`src/rtl/bus_idle_pkg.sv`:
```
package bus_idle_pkg;
  typedef enum logic [1:0] {
    CTX_FRESH   = 2'd0,
    CTX_OWN_TX  = 2'd1,
    CTX_RETRY   = 2'd2
  } idle_ctx_e;

  // Ticks needed for a non-zero code n: 2n - 1 half-bit ticks.
  function automatic int unsigned ticks_for_code(input int unsigned n);
    return (2 * n) - 1;
  endfunction
endpackage

```
`src/rtl/bus_idle_context.sv`:
```
module bus_idle_context
  import bus_idle_pkg::*;
(
  input  logic      clk,
  input  logic      rst,
  input  logic      eom_pulse,
  input  logic      eom_own,
  input  logic      tx_fail,
  output idle_ctx_e ctx
);
  always_ff @(posedge clk) begin
    if (rst)            ctx <= CTX_FRESH;
    else if (tx_fail)   ctx <= CTX_RETRY;
    else if (eom_pulse) ctx <= eom_own ? CTX_OWN_TX : CTX_FRESH;
  end
endmodule

```
`src/rtl/bus_idle_threshold.sv`:
```
module bus_idle_threshold
  import bus_idle_pkg::*;
#(
  parameter int CODE_W    = 3,
  parameter int CNT_W     = 4,
  parameter int DEF_FRESH = 14,
  parameter int DEF_OWN   = 10,
  parameter int DEF_RETRY = 6
) (
  input  logic [CODE_W-1:0] code,
  input  idle_ctx_e         ctx,
  output logic [CNT_W-1:0]  thr
);
  localparam int NCODES = 1 << CODE_W;

  logic [CNT_W-1:0] prog_tbl [NCODES];

  for (genvar i = 0; i < NCODES; i++) begin : g_tbl
    if (i == 0) begin : g_zero
      assign prog_tbl[i] = '0;
    end else begin : g_prog
      assign prog_tbl[i] = CNT_W'(ticks_for_code(i));
    end
  end

  always_comb begin
    if (code != '0) begin
      thr = prog_tbl[code];
    end else begin
      unique case (ctx)
        CTX_OWN_TX: thr = CNT_W'(DEF_OWN);
        CTX_RETRY:  thr = CNT_W'(DEF_RETRY);
        default:    thr = CNT_W'(DEF_FRESH);
      endcase
    end
  end
endmodule

```
`src/rtl/bus_idle_counter.sv`:
```
module bus_idle_counter #(
  parameter int CNT_W = 4
) (
  input  logic             clk,
  input  logic             rst,
  input  logic             restart,
  input  logic             half_tick,
  input  logic             bus_level,
  output logic [CNT_W-1:0] count
);
  localparam logic [CNT_W-1:0] CNT_MAX = '1;

  always_ff @(posedge clk) begin
    if (rst || restart || !bus_level)          count <= '0;
    else if (half_tick && count != CNT_MAX)    count <= count + 1'b1;
  end
endmodule

```
`src/rtl/bus_idle_grant.sv`:
```
module bus_idle_grant (
  input  logic clk,
  input  logic rst,
  input  logic som_req,
  input  logic tx_ack,
  input  logic reached,
  output logic tx_permit,
  output logic start_pending
);
  logic granted;
  logic fire;

  assign fire = start_pending && !granted && reached && !tx_ack && !som_req;

  always_ff @(posedge clk) begin
    if (rst) begin
      start_pending <= 1'b0;
      granted       <= 1'b0;
      tx_permit     <= 1'b0;
    end else begin
      tx_permit <= fire;
      if (som_req)     start_pending <= 1'b1;
      else if (tx_ack) start_pending <= 1'b0;
      if (fire)                   granted <= 1'b1;
      else if (som_req || tx_ack) granted <= 1'b0;
    end
  end
endmodule

```
`src/rtl/bus_idle_gate.sv`:
```
module bus_idle_gate
  import bus_idle_pkg::*;
#(
  parameter int CODE_W    = 3,
  parameter int CNT_W     = 4,
  parameter int DEF_FRESH = 14,
  parameter int DEF_OWN   = 10,
  parameter int DEF_RETRY = 6
) (
  input  logic              clk,
  input  logic              rst,
  input  logic [CODE_W-1:0] sft_code,
  input  logic              auto_start,
  input  logic              som_req,
  input  logic              eom_pulse,
  input  logic              eom_own,
  input  logic              tx_fail,
  input  logic              tx_ack,
  input  logic              half_tick,
  input  logic              bus_level,
  output logic              tx_permit,
  output logic              start_pending
);
  idle_ctx_e        ctx;
  logic [CNT_W-1:0] thr;
  logic [CNT_W-1:0] count;
  logic             restart;

  assign restart = auto_start ? (eom_pulse || tx_fail) : som_req;

  bus_idle_context u_ctx (
    .clk(clk), .rst(rst), .eom_pulse(eom_pulse), .eom_own(eom_own),
    .tx_fail(tx_fail), .ctx(ctx)
  );

  bus_idle_threshold #(
    .CODE_W(CODE_W), .CNT_W(CNT_W), .DEF_FRESH(DEF_FRESH),
    .DEF_OWN(DEF_OWN), .DEF_RETRY(DEF_RETRY)
  ) u_thr (
    .code(sft_code), .ctx(ctx), .thr(thr)
  );

  bus_idle_counter #(.CNT_W(CNT_W)) u_cnt (
    .clk(clk), .rst(rst), .restart(restart), .half_tick(half_tick),
    .bus_level(bus_level), .count(count)
  );

  bus_idle_grant u_grant (
    .clk(clk), .rst(rst), .som_req(som_req), .tx_ack(tx_ack),
    .reached(count >= thr), .tx_permit(tx_permit),
    .start_pending(start_pending)
  );
endmodule

```
`config.mk`:
```
export PLATFORM = sky130hd
export DESIGN_NAME = bus_idle_gate
export DESIGN_NICKNAME = d
export VERILOG_FILES = /design/src/rtl/bus_idle_pkg.sv /design/src/rtl/bus_idle_context.sv /design/src/rtl/bus_idle_threshold.sv /design/src/rtl/bus_idle_counter.sv /design/src/rtl/bus_idle_grant.sv /design/src/rtl/bus_idle_gate.sv
export SDC_FILE = /design/constraint.sdc
export NUM_CORES = 1
export LEC_CHECK = 0
export ABC_CLOCK_PERIOD_IN_PS = 1780
export BUFFER_PORTS_ARGS = -buffer_cell sky130_fd_sc_hd__buf_2
export CAP_MARGIN = 40
export CORE_AREA = 2 2 39 41
export CTS_BUF_LIST = sky130_fd_sc_hd__clkbuf_2
export CTS_CLUSTER_DIAMETER = 100
export DETAILED_ROUTE_END_ITERATION = 10
export DIE_AREA = 0 0 41 43
export PLACE_DENSITY_LB_ADDON = 0.3
export SYNTH_ARGS = -nofsm -noshare
export SYNTH_HDL_FRONTEND = slang
export SYNTH_SLANG_ARGS = --single-unit
```
`constraint.sdc`:
```
create_clock -name clk -period 1.78 [get_ports clk]
set_input_delay 0.178 -clock clk [delete_from_list [all_inputs] [get_ports clk]]
set_output_delay 0.178 -clock clk [all_outputs]
set_load 0.01 [all_outputs]
```
==> metrics.yaml <==
status: "finished clean"
fmaxAchievable_ghz: 0.659
initial_core_util_pct: 36.3
rsz0062_at_grt: "no"
max_slew.worst_pin.slew_ns: 0.521
yosysMostFrequentCell: "dfxtp_1"
slew-limit-headroom_pct: 64.9
grt_pass1_wl_mm: 1.76
drive_gt1_share_pct: 26.3
ys_ff_latch: 9
syn_to_final_growth_pct: 21.1
hp-class: "in2reg"
maxSlewViolCount: 0
grtUsageTotal_pct: 14.9
core_region_area_um2: 1380
die_h_um: 43
synth-compound-area-share_pct: 19.4
syn_area_um2: 503
grt_pass1_vias: 453
end_kind: "flop"
routed_via_density: 5.02
post-place-cells: 88
power_density_nw_per_um2: 632
clockBufferDepth: 2
ctsHoldBuffers: 0
timing.final.crit_share_pct: 85.3
worst_setup_path_start_kind: "input pin"
synthesis.nets: 77
synthAdderAreaFrac_pct: 12.4
clk_transition_reported_paths_ns: 0.08
drc_errors: 0
max_stage_delay_ns: 0.38
whs_ns: 0.127
std_cell_rows: 14
path_cells: "buf_2 > or3_4 > o21a_1 > ha_1 > o211ai_1 > o21ai_0 > and4b_1"
ir_drop_mv: 0.341
antenna_found_initial: 0
yosysSeqAreaShare_pct: 35.8
cts_resized: 0
synth_top_area_share_pct: 35.8
yosys-top-cells-area: "dfxtp_1 (36%), ha_1 (12%), a21oi_1 (7.0%), o21ai_0 (6.0%), nor3_1 (5.0%)"
cts_htree_levels: 1
cp_top_family: "simple AND/OR/NAND/NOR gates"
gr-total-overflow: 0
cpMaxStageDelayCell: "or3_4"
synth_mux_area_share_pct: 1.99
synth_simple_gate_area_share_pct: 25.9
min_period_ns: 1.52
synthTopCellsByCount: "dfxtp_1 (9), a21oi_1 (7), o21ai_0 (6)"
synth_xor_area_share_pct: 0
clkLatencyLatePin_ns: 0.24
n_antenna_cell: 0
cp_data_arrival_time_ns: 1.70
cts_setup_buffers: 0
crit_type: "in2reg"
place_area_um2: 589
grt_max_degree: 7
fp.dieW_um: 41
clock-skew-final_ns: 0.00177
drt-total-wl_um: 939
numPortBuffers: 14
p_leak_nw: 0.276
synth_top_area_cell: "dfxtp_1"
yosysWarnings: 0
synthCells: 59
fillCellCount: 148
die_area_um2: 1760
wl_per_cell_um: 10.2
setup_tns_ns: 0
ant_nets: 0
ys.flop_type: "dfxtp_1"
hold_viol: 0
gp_congestion: 0.669
stdcell_count: 92
ios: 15
final_area_um2: 609
numCtsBuffers: 3
cap_violations: 0
synth_area_per_cell_um2: 8.53
critPathRequiredTime_ns: 1.96
setup_viol: 0
cp_max_fo: 5
nets: 95
synth_cell_types: 20
cts_root_buf: "clkbuf_2"
critPathBufInv: 1
synth_edf_count: 0
num_vias: 462
cts_tree: "built"
drt-pass1-iter-count: 4
drtIter0Drc: 14
synth_top_family_by_area: "simple AND/OR/NAND/NOR gates"
clock_sinks: 9
async_flop_share_pct: 0
-- per-stage QoR --
stage	util (%)	worst slack [ns]	total power, W
floorplan	-	0.264	0.000238
global placement	42.6	0.0624	0.000263
detailed placement	42.6	0.0177	0.000264
CTS	44.0	0.242	0.000395
global route	44.0	0.126	0.000413
finish	44.0	0.262	0.000385
-- worst reg2reg max path, delay by kind of cell (launching register included) --
family | cells | cell delay [ns]
AO/OA/AOI/OAI | 3 | 0.37
adder cells (fa/ha/maj) | 1 | 0.27
flip-flops | 1 | 0.33
AND/OR/NAND/NOR | 3 | 0.48
-- registers in the layout, summed over array words and instances (netlist names) --
signal                 count
u_ctx.ctx                  2
u_grant.granted            1
u_grant.start_pending      1
u_grant.tx_permit          1
u_cnt.count                4
-- final timing paths --
| kind | start | endpoint | slack, ns | depth (start not counted) |
|---|---|---|---|---|
| setup / recovery | sft_code[0] | u_grant.tx_permit | 0.26 | 7 |
| hold / removal | tx_fail | u_ctx.ctx[0] | 0.13 | 2 |
| setup reg to reg | u_ctx.ctx[0] | u_grant.tx_permit | 0.27 | 7 |
| hold reg to reg | u_grant.granted | u_grant.granted | 0.52 | 1 |
-- kinds of logic after synthesis --
logic type	Yosys count
muxes	1
adders and majority gates	5
DFF	9
AOI/OAI and AO/OA	17
and+or+nand+nor	21
buffers and inverters	6
-- placed cells by master (no fill, tap or decap), types with 2 or more instances in the layout --
master / count
a21oi_1: 7
inv_1: 5
clkbuf_2: 4
nor3_1: 5
nor2_1: 3
nand3_1: 3
dfxtp_1: 9
and4b_1: 2
nor2b_1: 2
o21ai_0: 6
ha_1: 5
buf_2: 14
nor3b_1: 3
-- power by group --
part	total [W]	switching (W)	internal, W
Combinational	0.0000498	0.0000245	0.0000253
Sequential	0.000209	0.00000331	0.000206
Clock	0.000126	0.0000666	0.0000597
-- per-layer routing --
layer | vias up | track usage, % | wire, um
li1 | 251 | - | -
met1 | 200 | 18.7 | 452
met2 | 9 | 20.6 | 435
met3 | 2 | 6.28 | 41
met4 | 0 | 8.00 | 9
met5 | - | 0 | 0
-- area by class of cell --
| class | instances | area [um^2] | area share (%) |
|---|---|---|---|
| sequential | 9 | 180 | 29.6 |
| clock buffer | 4 | 20.0 | 3.29 |
| inverter | 5 | 18.8 | 3.08 |
| tap | 16 | 20.0 | 3.29 |
| multi-input combinational | 44 | 300 | 49.3 |
| timing repair buffer | 14 | 70.1 | 11.5 |
(Power assumes the default switching activity.)
